--- src/rtl/blinkDisplayPkg.sv ---
package blinkDisplayPkg;

  typedef enum logic [1:0] {
    DUR_ON,
    DUR_OFF,
    DUR_PAUSE,
    DUR_GAP
  } durSel_t;

  typedef enum logic [2:0] {
    ST_IDLE,
    ST_LEAD,
    ST_ON,
    ST_OFF,
    ST_PAUSE,
    ST_GAP
  } dispState_t;

  // strobes from control to datapath
  typedef struct packed {
    logic    startSeq;      // capture code, point at top digit
    logic    loadTimer;     // load phase timer with durSel
    durSel_t durSel;
    logic    reloadBlinks;  // restart burst of current digit
    logic    countBlink;    // one blink of the burst finished
    logic    stepDigit;     // advance to next lower digit
  } ctrlStrobe_t;

  // status from datapath to control
  typedef struct packed {
    logic timerDone;
    logic lastBlink;
    logic lastDigit;
  } dpStatus_t;

endpackage

--- src/rtl/blinkDatapath.sv ---
module blinkDatapath
  import blinkDisplayPkg::*;
#(
  parameter int NUM_DIGITS  = 4,
  parameter int DIGIT_W     = 2,
  parameter int ON_TICKS    = 4,
  parameter int OFF_TICKS   = 4,
  parameter int PAUSE_TICKS = 12,
  parameter int GAP_TICKS   = 24
) (
  input  logic                          clk,
  input  logic                          rstN,
  input  logic                          tick,
  input  logic [NUM_DIGITS*DIGIT_W-1:0] codeIn,
  input  ctrlStrobe_t                   strobe,
  output dpStatus_t                     status,
  output logic [NUM_DIGITS*DIGIT_W-1:0] decimalOut
);

  localparam int CODE_W  = NUM_DIGITS * DIGIT_W;
  localparam int RADIX   = 1 << DIGIT_W;
  localparam int CNT_W   = DIGIT_W + 1;
  localparam int IDX_W   = (NUM_DIGITS > 1) ? $clog2(NUM_DIGITS) : 1;
  localparam int MAX_A   = (ON_TICKS > OFF_TICKS) ? ON_TICKS : OFF_TICKS;
  localparam int MAX_B   = (PAUSE_TICKS > GAP_TICKS) ? PAUSE_TICKS : GAP_TICKS;
  localparam int MAX_DUR = (MAX_A > MAX_B) ? MAX_A : MAX_B;
  localparam int TMR_W   = $clog2(MAX_DUR + 1);

  logic [CODE_W-1:0]  codeReg;
  logic [IDX_W-1:0]   digitIdx;
  logic [CNT_W-1:0]   blinksLeft;
  logic [TMR_W-1:0]   phaseTimer;
  logic [TMR_W-1:0]   durValue;
  logic [DIGIT_W-1:0] heldDigit [NUM_DIGITS];
  logic [DIGIT_W-1:0] liveDigit [NUM_DIGITS];
  logic [CODE_W-1:0]  weighted  [NUM_DIGITS];
  logic [CODE_W-1:0]  decSum;
  logic [IDX_W-1:0]   lowerIdx;

  // zero is shown as a full-radix burst so it stays visible
  function automatic logic [CNT_W-1:0] burstLen(input logic [DIGIT_W-1:0] d);
    return (d == '0) ? CNT_W'(RADIX) : CNT_W'(d);
  endfunction

  genvar g;
  generate
    for (g = 0; g < NUM_DIGITS; g++) begin : gDigit
      assign heldDigit[g] = codeReg[g*DIGIT_W +: DIGIT_W];
      assign liveDigit[g] = codeIn[g*DIGIT_W +: DIGIT_W];
      assign weighted[g]  = CODE_W'(liveDigit[g]) << (g * DIGIT_W);
    end
  endgenerate

  always_comb begin
    decSum = '0;
    for (int i = 0; i < NUM_DIGITS; i++) decSum = decSum + weighted[i];
  end

  always_comb begin
    unique case (strobe.durSel)
      DUR_ON:    durValue = TMR_W'(ON_TICKS);
      DUR_OFF:   durValue = TMR_W'(OFF_TICKS);
      DUR_PAUSE: durValue = TMR_W'(PAUSE_TICKS);
      default:   durValue = TMR_W'(GAP_TICKS);
    endcase
  end

  assign lowerIdx = digitIdx - 1'b1;

  always_ff @(posedge clk or negedge rstN) begin
    if (!rstN) begin
      codeReg    <= '0;
      digitIdx   <= '0;
      blinksLeft <= '0;
    end else if (strobe.startSeq) begin
      codeReg    <= codeIn;
      digitIdx   <= IDX_W'(NUM_DIGITS - 1);
      blinksLeft <= burstLen(liveDigit[NUM_DIGITS-1]);
    end else if (strobe.stepDigit) begin
      digitIdx   <= lowerIdx;
      blinksLeft <= burstLen(heldDigit[lowerIdx]);
    end else if (strobe.reloadBlinks) begin
      blinksLeft <= burstLen(heldDigit[digitIdx]);
    end else if (strobe.countBlink) begin
      blinksLeft <= blinksLeft - 1'b1;
    end
  end

  always_ff @(posedge clk or negedge rstN) begin
    if (!rstN) begin
      phaseTimer <= '0;
    end else if (strobe.loadTimer) begin
      phaseTimer <= durValue;
    end else if (tick && (phaseTimer != '0)) begin
      phaseTimer <= phaseTimer - 1'b1;
    end
  end

  always_ff @(posedge clk or negedge rstN) begin
    if (!rstN) decimalOut <= '0;
    else       decimalOut <= decSum;
  end

  assign status.timerDone = tick && (phaseTimer == TMR_W'(1));
  assign status.lastBlink = (blinksLeft == CNT_W'(1));
  assign status.lastDigit = (digitIdx == '0);

endmodule

--- src/rtl/blinkControl.sv ---
module blinkControl
  import blinkDisplayPkg::*;
(
  input  logic        clk,
  input  logic        rstN,
  input  logic        faultActive,
  input  logic        retrieveReq,
  input  dpStatus_t   status,
  output ctrlStrobe_t strobe,
  output logic        ledOn,
  output logic        displayBusy
);

  dispState_t state, stateNext;
  logic       secondBurst, secondBurstNext;

  always_comb begin
    stateNext       = state;
    secondBurstNext = secondBurst;
    strobe          = '0;
    unique case (state)
      ST_IDLE: begin
        if (retrieveReq && faultActive) begin
          strobe.startSeq  = 1'b1;
          strobe.loadTimer = 1'b1;
          strobe.durSel    = DUR_GAP;
          secondBurstNext  = 1'b0;
          stateNext        = ST_LEAD;
        end
      end
      ST_LEAD: begin
        if (status.timerDone) begin
          strobe.loadTimer = 1'b1;
          strobe.durSel    = DUR_ON;
          stateNext        = ST_ON;
        end
      end
      ST_ON: begin
        if (status.timerDone) begin
          strobe.loadTimer = 1'b1;
          if (!status.lastBlink) begin
            strobe.durSel     = DUR_OFF;
            strobe.countBlink = 1'b1;
            stateNext         = ST_OFF;
          end else if (!secondBurst) begin
            strobe.durSel = DUR_PAUSE;
            stateNext     = ST_PAUSE;
          end else begin
            strobe.durSel = DUR_GAP;
            stateNext     = ST_GAP;
          end
        end
      end
      ST_OFF: begin
        if (status.timerDone) begin
          strobe.loadTimer = 1'b1;
          strobe.durSel    = DUR_ON;
          stateNext        = ST_ON;
        end
      end
      ST_PAUSE: begin
        if (status.timerDone) begin
          strobe.loadTimer    = 1'b1;
          strobe.durSel       = DUR_ON;
          strobe.reloadBlinks = 1'b1;
          secondBurstNext     = 1'b1;
          stateNext           = ST_ON;
        end
      end
      ST_GAP: begin
        if (status.timerDone) begin
          if (status.lastDigit) begin
            stateNext = ST_IDLE;
          end else begin
            strobe.loadTimer = 1'b1;
            strobe.durSel    = DUR_ON;
            strobe.stepDigit = 1'b1;
            secondBurstNext  = 1'b0;
            stateNext        = ST_ON;
          end
        end
      end
      default: stateNext = ST_IDLE;
    endcase
  end

  always_ff @(posedge clk or negedge rstN) begin
    if (!rstN) begin
      state       <= ST_IDLE;
      secondBurst <= 1'b0;
    end else begin
      state       <= stateNext;
      secondBurst <= secondBurstNext;
    end
  end

  assign ledOn       = (state == ST_IDLE) || (state == ST_ON);
  assign displayBusy = (state != ST_IDLE);

endmodule

--- src/rtl/blinkErrorDisplay.sv ---
module blinkErrorDisplay
  import blinkDisplayPkg::*;
#(
  parameter int NUM_DIGITS  = 4,
  parameter int DIGIT_W     = 2,
  parameter int ON_TICKS    = 4,
  parameter int OFF_TICKS   = 4,
  parameter int PAUSE_TICKS = 12,
  parameter int GAP_TICKS   = 24
) (
  input  logic                          clk,
  input  logic                          rstN,
  input  logic                          tick,
  input  logic                          faultActive,
  input  logic                          retrieveReq,
  input  logic [NUM_DIGITS*DIGIT_W-1:0] errCode,
  output logic                          ledOn,
  output logic                          displayBusy,
  output logic [NUM_DIGITS*DIGIT_W-1:0] decimalCode
);

  ctrlStrobe_t strobe;
  dpStatus_t   status;

  blinkControl i_control (
    .clk         (clk),
    .rstN        (rstN),
    .faultActive (faultActive),
    .retrieveReq (retrieveReq),
    .status      (status),
    .strobe      (strobe),
    .ledOn       (ledOn),
    .displayBusy (displayBusy)
  );

  blinkDatapath #(
    .NUM_DIGITS  (NUM_DIGITS),
    .DIGIT_W     (DIGIT_W),
    .ON_TICKS    (ON_TICKS),
    .OFF_TICKS   (OFF_TICKS),
    .PAUSE_TICKS (PAUSE_TICKS),
    .GAP_TICKS   (GAP_TICKS)
  ) i_datapath (
    .clk        (clk),
    .rstN       (rstN),
    .tick       (tick),
    .codeIn     (errCode),
    .strobe     (strobe),
    .status     (status),
    .decimalOut (decimalCode)
  );

endmodule

--- config.mk ---
export PLATFORM = sky130hd
export DESIGN_NAME = blinkErrorDisplay
export DESIGN_NICKNAME = d
export VERILOG_FILES = /design/src/rtl/blinkDisplayPkg.sv /design/src/rtl/blinkDatapath.sv /design/src/rtl/blinkControl.sv /design/src/rtl/blinkErrorDisplay.sv
export SDC_FILE = /design/constraint.sdc
export NUM_CORES = 1
export LEC_CHECK = 0
export BUFFER_PORTS_ARGS = -buffer_cell sky130_fd_sc_hd__buf_2
export CAP_MARGIN = 40
export CORE_MARGIN = 5
export CORE_UTILIZATION = 50
export CTS_BUF_LIST = sky130_fd_sc_hd__clkbuf_8
export DETAILED_ROUTE_END_ITERATION = 10
export PLACE_DENSITY = 0.71
export SLEW_MARGIN = 5
export SYNTH_ARGS = -nofsm -noshare
export SYNTH_HDL_FRONTEND = slang
export SYNTH_SLANG_ARGS = --single-unit
--- constraint.sdc ---
create_clock -name clk -period 2.5 [get_ports clk]
set_input_delay 0.125 -clock clk [delete_from_list [all_inputs] [get_ports clk]]
set_output_delay 0.125 -clock clk [all_outputs]
set_load 0.01 [all_outputs]
; Word-level counts from Yosys, hierarchy flattened
; Cells that the tools add are included.
[word_totals]
regBits = 30
out_inout_bits = 10
elab_cells = 101
inputBits = 13
[op_classes]
mux = 48
reduce_logical = 21
magnitude_cmp = 2
add_sub_neg = 6
eq_ne = 15
bitwise_logic = 2
[ops]
columns = op, n
row1 = 3-bit two-way mux, 16
row2 = 2-bit two-way mux, 8
row3 = 3-bit one-hot mux with 5 select lines, 1
row4 = 1-bit two-way mux, 14
row5 = 3-bit one-hot mux with 4 select lines, 1
row6 = 2-bit zero test, 5
row7 = 5-bit two-way mux, 2
row8 = 2-bit by 1-bit != test with 1-bit output (second input constant), 5
row9 = 5-bit one-hot mux with 2 select lines, 1
row10 = 8-bit by 6-bit adder with 8-bit output, 1
row11 = 8-bit adder, 1
row12 = 2-bit binary-select mux with 2-bit select, 2
row13 = 4-bit two-way mux, 2
row14 = 3-bit by 1-bit equality test with 1-bit output (second input constant), 2
row15 = 3-bit by 2-bit equality test with 1-bit output (second input constant), 2
row16 = 3-bit equality test (second input constant), 2
row17 = 3-bit greater-or-equal comparator (second input constant), 2
row18 = 2-bit inverter with 3-bit output, 2
row19 = 3-bit nonzero test, 2
row20 = 2-bit by 4-bit adder with 5-bit output, 1
row21 = 5-bit by 1-bit equality test with 1-bit output (second input constant), 1
row22 = 5-bit AND reduction, 1
row23 = 5-bit nonzero test, 1
row24 = 5-bit by 1-bit subtractor with 5-bit output (second input constant), 1
row25 = 14 further kinds, 18

; Logic depth before layout (Yosys ltp)
; Gate-level depths: netlist (run 1).
[depth]
ltp_word = 9
ltp_mapped = 8

; Cells and area by module
; Synthesis (run 1) repeated with hierarchy kept, for this count alone.
[hier_totals]
hier_cells = 144
area_unflattened_um2 = 1606.5
[by_module_without_submodules]
columns = module, cells_per_inst, seq_area_each_um2, area_each_um2, instances
row1 = blinkDatapath, 109, 650.6, 1308.8, 1
row2 = blinkControl, 35, 100.1, 297.8, 1

; Least setup slack after synthesis (run 1)
; No wires, ideal clock.
[synth_path]
kind = reg-to-reg
from = register i_datapath.digitIdx[0]
to = register i_datapath.blinksLeft[2]
synth_period_minus_slack_ns = 2.132
path_stages_with_launch = 9
t_arrival_ns = 2.048
slack_ns = 0.368
n_path_buf = 2
cell_sequence = dfrtp_1 -> clkbuf_1 -> inv_1 -> ha_1 -> nand4bb_1 -> or3_1 -> buf_2 -> or3_1 -> a41oi_2
[synth_between]
elab_chain_len = 9
elab_cells_between_ends = 21
[synth_rtl]
columns = element, line_no
row1 = from (decl), blinkDatapath.sv:30  ; logic [IDX_W-1:0] digitIdx;
row2 = from (signal assigned), blinkDatapath.sv:77  ; digitIdx <= IDX_W'(NUM_DIGITS - 1);
row3 = from (signal assigned), blinkDatapath.sv:80  ; digitIdx <= lowerIdx;
row4 = 2-bit by 1-bit subtractor with 2-bit output or 2-bit inverter with 3-bit output (tied branches), "blinkDatapath.sv:68, blinkDatapath.sv:83"
row5 = 2-bit inverter with 3-bit output (not written as such) or 2-bit binary-select mux with 2-bit select (tied branches), "blinkDatapath.sv:81, blinkDatapath.sv:83"
row6 = 2-bit binary-select mux with 2-bit select or 2-bit two-way mux (tied branches), "blinkDatapath.sv:81, blinkDatapath.sv:83"
row7 = 2-bit two-way mux (on tied branches), "blinkDatapath.sv:81, blinkDatapath.sv:83"
row8 = 2-bit two-way mux (not written as such) or 2-bit zero test (tied branches), "blinkDatapath.sv:81, blinkDatapath.sv:42"
row9 = 2-bit zero test or 3-bit two-way mux (tied branches), blinkDatapath.sv:42  ; return (d == '0) ? CNT_W'(RADIX) : CNT_W'(d);
row10 = 3-bit two-way mux (on tied branches), "blinkDatapath.sv:42, blinkDatapath.sv:82"
row11 = 3-bit two-way mux, blinkDatapath.sv:79  ; end else if (strobe.stepDigit) begin
row12 = 3-bit two-way mux, blinkDatapath.sv:75  ; end else if (strobe.startSeq) begin
row13 = to (signal assigned), blinkDatapath.sv:78  ; blinksLeft <= burstLen(liveDigit[NUM_DIGITS-1]);
row14 = to (signal assigned), blinkDatapath.sv:81  ; blinksLeft <= burstLen(heldDigit[lowerIdx]);
row15 = to (signal assigned), blinkDatapath.sv:83  ; blinksLeft <= burstLen(heldDigit[digitIdx]);
row16 = to (decl), blinkDatapath.sv:31  ; logic [CNT_W-1:0] blinksLeft;
; Parallel ways exist; a longest one is shown, timed or not. The select of a mux whose other input is x is not followed.
; A chain may end at the register's enable or synchronous reset.

; Final worst setup path (run 1)
; Same ends and word-level chain as after synthesis.

==> out/metrics.csv, run 1 <==
stage,metric,value,unit
floorplan,die_y,67.2,µm
timing,fmax,0.470,GHz
timing,slew_viol_final,0,
critical_path,criticalPathCategory,reg -> reg,
logic_synthesis,avgSynthCellArea,9.96,µm²
logic_synthesis,synth_area,1630,µm²
critical_path,critical_path_depth,6,
clock_network,cts_buffers,5,
detailed_routing,firstDrtPassIters,4,
timing,relSlewSlack,52.0,%
pwr,power_density,785,nW/µm²
pwr,netSwitchingFraction,34.7,%
clock_network,ctsRootBufferMaster,clkbuf_8,
clock_network,cts_setup_buffers,0,
pwr,p_int,1.00,mW
floorplan,initial_core_util,52.7,%
place,gp_congestion,0.845,
floorplan,rows,20,
timing,fin_crit_sh,85.1,%
timing,tightest_slew,0.717,ns
floorplan,die_w,67.2,µm
critical_path,crit_family,simple AND/OR/NAND/NOR gates,
critical_path,path_cells,inv_1 > ha_1 > nand4bb_1 > or3_1 > or3_1 > a41oi_2,
clock_network,clk_latency,0.28,ns
detailed_routing,via_per_inst,5.77,
critical_path,cpPeakStageDelay,0.48,ns
timing,rsz0062_at_grt,false,
grt,grt_max_degree,31,
final_layout,nFillCells,272,
timing,fin_crit,2.13,ns
critical_path,r2r_cells,6,
run_status,status,"complete, no violations",
detailed_routing,drt_iter0_drc,120,
critical_path,cpMostUsedCell,or3_1,
pwr,vdd_drop_max,0.514,mV
timing,setup_tns,0,ns
critical_path,cp.arrival,2.32,ns
pwr,comb_power_share,33.0,%
pwr,leakage,0.900,nW
logic_synthesis,synth_ff_type,dfrtp_1,
timing,clock_skew,0.00453,ns
logic_synthesis,yosysWarnings,0,
detailed_routing,vias,1391,
clock_network,cts.sinks,30,
logic_synthesis,synth.top_cells.by_area,"dfrtp_1, nand2_1, mux4_2, ha_1, nor2_1",
clock_network,cts_tree,built,
logic_synthesis,syn_nets,183,
critical_path,critPathCaptureType,flop,
clock_network,cts_buffer_depth,2,
clock_network,h-tree-depth,2,
critical_path,path_max_fanout,6,
timing,setup_viol,0,
timing,hold_ws,0.250,ns
logic_synthesis,synthArstFlopShare,100,%
detailed_routing,remaining_drc_errors,0,
logic_synthesis,yosysTopAreaCellShare,45.9,%
clock_network,cts.clk_slew.worst_paths,0.06,ns
detailed_routing,antenna_left,0,
final_layout,num_antenna_cells,0,
logic_synthesis,synth_enable_flop_cells,0,
hold_path,min_path_type,in -> reg,
run,maxCapViolCount,0,
detailed_routing,finalWirelength,3740,µm
logic_synthesis,ys_ff_latch,30,
logic_synthesis,synth-seq-area-share,45.9,%
logic_synthesis,syn_inst,164,
critical_path,cp_slowest_cell,dfrtp_1,
critical_path,crit_required,2.69,ns
place,dp_hpwl,2580,µm
timing,finalHoldViolations,0,
pwr,clkPwrFrac,23.5,%
hold_path,worstHoldPathCells,3,
floorplan,die_area,4510,µm²
grt,antenna_found_initial,0,
final_layout,drive_above_1_share,19.8,%
logic_synthesis,synth_common_cells,"dfrtp_1, nand2_1, nor2_1, inv_1, clkbuf_1",
final_layout,area.growth.synth_to_final,19.9,%
pwr,switchingPower,533,µW
logic_synthesis,synth.distinct_cells,44,
logic_synthesis,yosysTopAreaCell,dfrtp_1,
grt,grtUsageTotal,20.2,%
floorplan,ios,23,
place,portBuffers,22,
critical_path,crit_path_start_kind,flop,
floorplan,core,3100,µm²
detailed_routing,avgRoutedWirePerCell,15.5,µm
pwr,power_frac_seq,43.5,%
grt,grt_pass1_wl,6820,µm
grt,grt_pass1_vias,1479,
critical_path,cp_num_buf_inv,1,
final_layout,fin_nets,216,
grt,grt_overflow,0,
## power by group through the flow
stage                     Clock [mW]  Sequential, mW  Combinational [mW]
after global placement             0           0.673               0.461
after detailed placement           0           0.677               0.480
after CTS                      0.371           0.671               0.501
final                          0.362           0.669               0.507
after floorplan                    0           0.660               0.348
after global routing           0.402           0.686               0.561
## tightest hold or removal path: cells and delay by family
family,cells,cell delay [ns]
buffers and inverters,1,0.13
AO/OA/AOI/OAI,2,0.23
## final cells by class
cell class	instances	area [µm²]	area share (%)
Clock buffer	5	68.8	3.51
Clock inverter	2	10.0	0.511
Inverter	8	30.0	1.53
Multi-Input combinational cell	118	822	42.0
Sequential cell	30	751	38.3
Tap cell	44	55.1	2.81
Timing Repair Buffer	34	223	11.4
## metrics by stage
stage	std cells	area [µm²]	utilization, %	power (mW)	setup slack, ns
2_1_floorplan	164	1630	-	1.01	0.368
3_3_place_gp	225	1790	57.7	1.13	0.449
3_5_place_dp	225	1790	57.7	1.16	0.399
4_1_cts	241	1960	63.1	1.54	0.371
5_1_grt	241	1960	63.1	1.65	0.238
6_report	241	1960	63.1	1.54	0.374
## metal layers
metal	share of wire, %	up-vias	GRT usage, %	routed length (µm)
li1	-	663	-	-
met1	44	656	25.6	1650
met2	47	60	31.9	1740
met3	5.7	12	4.66	214
met4	3.6	0	10.9	133
met5	0	-	0	0
## flip-flops by register name, indices dropped and copies added (netlist names)
| signal | cells |
|---|---|
| i_datapath.codeReg | 8 |
| i_datapath.blinksLeft | 3 |
| i_control.secondBurst | 1 |
| i_control.state | 3 |
| i_datapath.decimalOut | 8 |
| i_datapath.phaseTimer | 5 |
| i_datapath.digitIdx | 2 |
## logic make-up after synthesis
kind of cell | Yosys count | synth area share [%]
mux | 5 | 6.13
xor+xnor | 5 | 2.68
buf+inv | 16 | 3.75
simple gates | 67 | 20.4
compound gates | 35 | 16.5
fa+ha+maj | 6 | 4.59
flops | 30 | 45.9
## final timing paths
path	from	endpoint	slack (ns)
max	i_datapath.digitIdx[0]$_DFFE_PN0P_	i_datapath.blinksLeft[2]$_DFFE_PN0P_	0.37
min	tick	i_datapath.phaseTimer[2]$_DFFE_PN0P_	0.25
max reg2reg	i_datapath.digitIdx[0]$_DFFE_PN0P_	i_datapath.blinksLeft[2]$_DFFE_PN0P_	0.37
min reg2reg	i_datapath.codeReg[4]$_DFFE_PN0P_	i_datapath.codeReg[4]$_DFFE_PN0P_	0.51
max in group asynchronous	rstN	i_datapath.digitIdx[0]$_DFFE_PN0P_	1.67
min in group asynchronous	rstN	i_datapath.blinksLeft[0]$_DFFE_PN0P_	0.41
## cell usage in the layout (no fill, tap or decap), types with 3 or more instances in the layout
master and instances:
buf_2 22, dlygate4sd3_1 9, dfrtp_1 30, and2_1 3, nor3_1 5, nand2_1 30
nor2_1 9, a2bb2oi_1 3, mux4_2 4, a31oi_1 4, nand2b_1 3, a211oi_1 3
a32oi_1 3, ha_1 6, or3_1 4, xnor2_1 3, inv_1 8, o21ai_0 4
clkbuf_8 5, buf_4 3
## repair_timing
item,CTS,global route
hold endpoints to repair,38,0
hold buffers,9,0
gates resized for setup,0,0
Note: power is estimated with default switching activity, not from simulation.
==> run 2, diff against run 1 <==
--- a/config.mk
+++ b/config.mk
@@ -11,7 +11,7 @@
 export CORE_UTILIZATION = 50
 export CTS_BUF_LIST = sky130_fd_sc_hd__clkbuf_8
 export DETAILED_ROUTE_END_ITERATION = 10
-export PLACE_DENSITY = 0.71
+export PLACE_DENSITY = 0.68
 export SLEW_MARGIN = 5
 export SYNTH_ARGS = -nofsm -noshare
 export SYNTH_HDL_FRONTEND = slang
==> run 2 against run 1 <==
  * Sequential power about the same
  * Largest power group unchanged
  * Register-to-register slack about the same
  * Setup slack better by 0.0096 ns
  * Final cell count up 0.83%
  * Non-clock buffer count up 1
  * Critical path depth down 2
  * Highest routed layer unchanged
==> out/metrics.csv, run 2 (synthesis gave the netlist of run 1 again) <==
stage,metric,value,unit
run_status,status,"complete, no violations",
final_layout,largestRegisters,"i_datapath.codeReg x8, i_datapath.decimalOut x8, i_datapath.phaseTimer x5",
timing,clock_skew,0.00939,ns
grt,grt_pass1_wl,6450,µm
grt,grt_overflow,0,
final_layout,fin_area,2030,µm²
critical_path,cp.arrival,2.33,ns
timing,fmax,0.472,GHz
floorplan,rows,20,
clock_network,ctsRootBufferMaster,clkbuf_8,
run,maxCapViolCount,0,
final_layout,area.growth.synth_to_final,24.3,%
floorplan,ios,23,
critical_path,path_cells,or3_1 > or2_1 > or3_1 > a41oi_2,
hold_path,min_from,faultActive,
grt,antenna_found_initial,0,
timing,relSlewSlack,56.1,%
critical_path,cpMostUsedCell,or3_1,
timing,tightest_slew,0.658,ns
detailed_routing,finalWirelength,3640,µm
critical_path,cp_slowest_cell,dfrtp_1,
place,dpl-instance-area,1800,µm²
critical_path,rr_endpoint,i_datapath.blinksLeft[2]$_DFFE_PN0P_,
grt,grt_pass1_vias,1349,
final_layout,utilization,65.4,%
critical_path,crit_path_start_kind,flop,
hold_path,worstHoldPathCells,3,
floorplan,initial_core_util,52.7,%
hold_path,min_path_type,in -> reg,
clock_network,cts_buffer_depth,2,
clock_network,cts.sinks,30,
clock_network,clk_latency,0.28,ns
clock_network,cts_setup_buffers,0,
clock_network,h-tree-depth,2,
critical_path,r2r_cells,4,
detailed_routing,antenna_left,0,
pwr,power_density,873,nW/µm²
pwr,vdd_drop_max,0.838,mV
detailed_routing,via_per_inst,5.66,
clock_network,cts_buffers,5,
critical_path,r2r_slack,0.38,ns
detailed_routing,firstDrtPassIters,4,
clock_network,cts_tree,built,
place,portBuffers,22,
grt,grtUsageTotal,19.1,%
hold_path,min_delay_worst_endpoint,i_control.state[0]$_DFFE_PN0P_,
final_layout,drive_above_1_share,20.6,%
critical_path,crit_required,2.71,ns
pwr,power,1.77,mW
grt,grt_max_degree,31,
final_layout,layout_common_cells,"nand2_1, dfrtp_1, buf_2, nor2_1, dlygate4sd3_1",
critical_path,path_max_fanout,17,
timing,setup_tns,0,ns
detailed_routing,remaining_drc_errors,0,
timing,hold_ws,0.222,ns
critical_path,cpPeakStageDelay,0.51,ns
timing,rsz0062_at_grt,false,
detailed_routing,avgRoutedWirePerCell,15.0,µm
critical_path,critPathCaptureType,flop,
place,gp_congestion,0.907,
critical_path,crit_start,i_control.state[2]$_DFFE_PN0P_,
clock_network,cts.clk_slew.worst_paths,0.07,ns
floorplan,die_area,4510,µm²
critical_path,criticalPathCategory,reg -> reg,
pwr,leakage,0.932,nW
critical_path,reg2reg_from,i_control.state[2]$_DFFE_PN0P_,
final_layout,fin_nets,217,
timing,finalHoldViolations,0,
timing,fin_crit,2.12,ns
floorplan,core,3100,µm²
detailed_routing,vias,1376,
floorplan,die_w,67.2,µm
floorplan,die_y,67.2,µm
place,dp_hpwl,2640,µm
detailed_routing,drt_iter0_drc,185,
final_layout,num_antenna_cells,0,
timing,slew_viol_final,0,
timing,fin_crit_sh,84.7,%
timing,setup_viol,0,
## run 2: cell count changes in the layout (fill, tap and decap cells not counted)
cell and delta:
bufinv_16 +2, clkinv_2 -2, buf_4 +1, clkbuf_8 +1
## run 2: worst max-delay path by stage
stage	endpoint	depth (start not counted)
6_report	i_datapath.blinksLeft[2]$_DFFE_PN0P_	4
5_1_grt	i_datapath.phaseTimer[1]$_DFFE_PN0P_	4
4_1_cts	i_datapath.phaseTimer[3]$_DFFE_PN0P_	4
3_5_place_dp	i_datapath.blinksLeft[2]$_DFFE_PN0P_	6
3_3_place_gp	i_datapath.blinksLeft[2]$_DFFE_PN0P_	4
2_1_floorplan	i_datapath.blinksLeft[2]$_DFFE_PN0P_	8
## run 2: what timing repair did
item,4_1_cts,5_1_grt
hold buffers,9,0
gates resized for setup,0,0
hold endpoints to repair,38,0
## run 2: area by class of cell
| type | instances | area [µm²] |
|---|---|---|
| clock buffers | 6 | 82.6 |
| clock inverters | 2 | 60.1 |
| fillers | 283 | 1070 |
| inverters | 8 | 30.0 |
| multi-input cells | 118 | 822 |
| flip-flops and latches | 30 | 751 |
| well taps | 44 | 55.1 |
| repair buffers | 35 | 230 |
## run 2: metrics by stage
step                cells  setup slack [ns]
floorplan             164             0.368
CTS                   243             0.387
global route          243             0.178
finish                243             0.383
detailed placement    226             0.403
global placement      226             0.460
## run 2: power by group
part / switching (mW) / total, mW / internal [mW] / leakage [nW]
logic: 0.255 / 0.489 / 0.234 / 0.505
registers: 0.0897 / 0.667 / 0.578 / 0.356
clock network: 0.191 / 0.616 / 0.425 / 0.0714
## run 2: routing by layer
metal  vias up  share of wire [%]  track usage, %
met5         -                  0               0
met4         0                1.1            5.06
met2        47                 48            30.6
met3         6                5.7            5.82
li1        662                  -               -
met1       661                 45            25.2
## run 2: worst max-delay path: cells and delay by family (launching register included)
kind,cells,cell delay (ns)
AOI/OAI and AO/OA,1,0.17
DFF,1,0.51
and+or+nand+nor,3,1.36
==> run 3, diff against run 2 <==
==> constraint.sdc (replaced) <==
create_clock -name clk -period 2.1 [get_ports clk]
set_input_delay 0.105 -clock clk [delete_from_list [all_inputs] [get_ports clk]]
set_output_delay 0.105 -clock clk [all_outputs]
set_load 0.01 [all_outputs]
==> run 3 against run 2 <==
  * Fmax rose by 14%
  * Final cell count rose by 2.9%
  * Largest cell class unchanged
  * Highest routed layer unchanged
  * Die area stayed put
==> out/metrics.csv, run 3 (synthesis gave the netlist of run 1 again) <==
stage,metric,value,unit
clock_network,cts_buffer_depth,2,
critical_path,crit_path_start_kind,flop,
final_layout,num_antenna_cells,0,
pwr,power_density,915,nW/µm²
grt,grtUsageTotal,18.4,%
run_status,status,"complete, no violations",
critical_path,cp.arrival,2.07,ns
floorplan,rows,20,
final_layout,largestRegisters,"i_datapath.codeReg x8, i_datapath.decimalOut x8, i_datapath.phaseTimer x5",
timing,setup_viol,0,
grt,grt_pass1_wl,6320,µm
timing,clock_skew,0.00683,ns
critical_path,criticalPathCategory,reg -> reg,
grt,antenna_found_initial,0,
place,dp_slack,0.252,ns
run,maxCapViolCount,0,
grt,grt_max_degree,31,
clock_network,cts.sinks,30,
floorplan,ios,23,
grt,grt_overflow,0,
clock_network,ctsRootBufferMaster,clkbuf_8,
clock_network,clk_latency,0.28,ns
place,dpl-instance-area,1850,µm²
detailed_routing,finalWirelength,3640,µm
final_layout,drive_above_1_share,23.3,%
final_layout,layout_common_cells,"nand2_1, dfrtp_1, buf_2, buf_4",
final_layout,seqCellArea,751,µm²
final_layout,utilization,65.6,%
detailed_routing,antenna_left,0,
place,gp_congestion,0.939,
timing,rsz0062_at_grt,false,
timing,fin_crit,1.86,ns
timing,slew_viol_final,0,
timing,tightest_slew,0.654,ns
floorplan,core,3100,µm²
detailed_routing,remaining_drc_errors,0,
detailed_routing,firstDrtPassIters,4,
critical_path,crit_required,2.30,ns
final_layout,fin_nets,224,
final_layout,instances_no_fill,250,
clock_network,h-tree-depth,2,
place,dp.cells,233,
timing,fmax,0.537,GHz
timing,fin_ws,0.237,ns
pwr,vdd_drop_max,0.542,mV
timing,setup_tns,0,ns
critical_path,path_max_fanout,4,
detailed_routing,vias,1386,
place,dp_hpwl,2720,µm
detailed_routing,drt_iter0_drc,110,
timing,finalHoldViolations,0,
timing,fin_crit_sh,88.7,%
clock_network,cts.clk_slew.worst_paths,0.07,ns
final_layout,fin_area,2040,µm²
final_layout,nFillCells,274,
floorplan,die_y,67.2,µm
floorplan,die_area,4510,µm²
pwr,leakage,0.942,nW
hold_path,min_path_type,in -> reg,
final_layout,area.growth.synth_to_final,24.6,%
place,portBuffers,22,
floorplan,initial_core_util,52.7,%
floorplan,die_w,67.2,µm
clock_network,cts_tree,built,
detailed_routing,via_per_inst,5.54,
detailed_routing,avgRoutedWirePerCell,14.5,µm
timing,relSlewSlack,56.4,%
final_layout,multi_input_area,822,µm²
grt,grt_pass1_vias,1342,
critical_path,critPathCaptureType,flop,
clock_network,cts_buffers,5,
run 3: changes by cell type in the layout (fill, tap and decap cells not counted), sizes merged:
| cell | change |
|---|---|
| bufinv | -2 |
| clkinv | +1 |
| buf | +7 |
| clkinvlp | +1 |
run 3: routing by layer:
| layer | routed length (µm) | part of all wire (%) | global-route usage, % |
|---|---|---|---|
| met2 | 1700 | 47 | 28.8 |
| met4 | 49 | 1.3 | 6.33 |
| met1 | 1670 | 46 | 24.8 |
| met5 | 0 | 0 | 0 |
| met3 | 215 | 5.9 | 4.49 |
run 3: cell type report:
type / count / area share, %
Clock inverter: 2 / 0.615
Sequential cell: 30 / 36.9
Multi-Input combinational cell: 118 / 40.4
Tap cell: 44 / 2.70
Timing Repair Buffer: 42 / 13.9
Inverter: 8 / 1.48
Clock buffer: 6 / 4.06
run 3: worst max-delay path, cell delays in order (launching register included):
cell,delay (ns)
dfrtp_1,0.40
inv_1,0.06
ha_1,0.21
nand4bb_1,0.21
or3_1,0.35
or3_1,0.39
a41oi_2,0.17
run 3: path summary, 6_finish.rpt:
check                                                    from                                    to  slack (ns)  depth (start not counted)
setup / recovery           i_datapath.digitIdx[1]$_DFFE_PN0P_  i_datapath.blinksLeft[2]$_DFFE_PN0P_        0.24                          6
max in group asynchronous                                rstN  i_datapath.phaseTimer[3]$_DFFE_PN0P_        1.29                          2
hold reg to reg             i_datapath.codeReg[6]$_DFFE_PN0P_     i_datapath.codeReg[6]$_DFFE_PN0P_        0.51                          1
setup reg to reg           i_datapath.digitIdx[1]$_DFFE_PN0P_  i_datapath.blinksLeft[2]$_DFFE_PN0P_        0.24                          6
min in group asynchronous                                rstN    i_datapath.decimalOut[1]$_DFF_PN0_        0.38                          2
hold / removal                                    faultActive        i_control.state[0]$_DFFE_PN0P_        0.19                          3
run 3: report_power, final:
group | internal, mW | leakage [nW] | total [mW] | switching [mW]
Combinational | 0.288 | 0.539 | 0.583 | 0.295
Clock | 0.263 | 0.0472 | 0.484 | 0.221
Sequential | 0.688 | 0.356 | 0.794 | 0.107
Total | 1.24 | 0.942 | 1.86 | 0.623
run 3: metrics by stage:
stage | total power, mW | hold slack [ns]
finish | 1.86 | 0.186
global route | 1.98 | 0.190
CTS | 1.87 | 0.175
global placement | 1.36 | 0.161
floorplan | 1.20 | -0.191
detailed placement | 1.37 | 0.171
run 3: repair_timing:
action / in CTS / in global routing
resized for setup: 0 / 0
setup buffers: 0 / 0
hold buffers: 9 / 0
hold endpoints to repair: 38 / 0
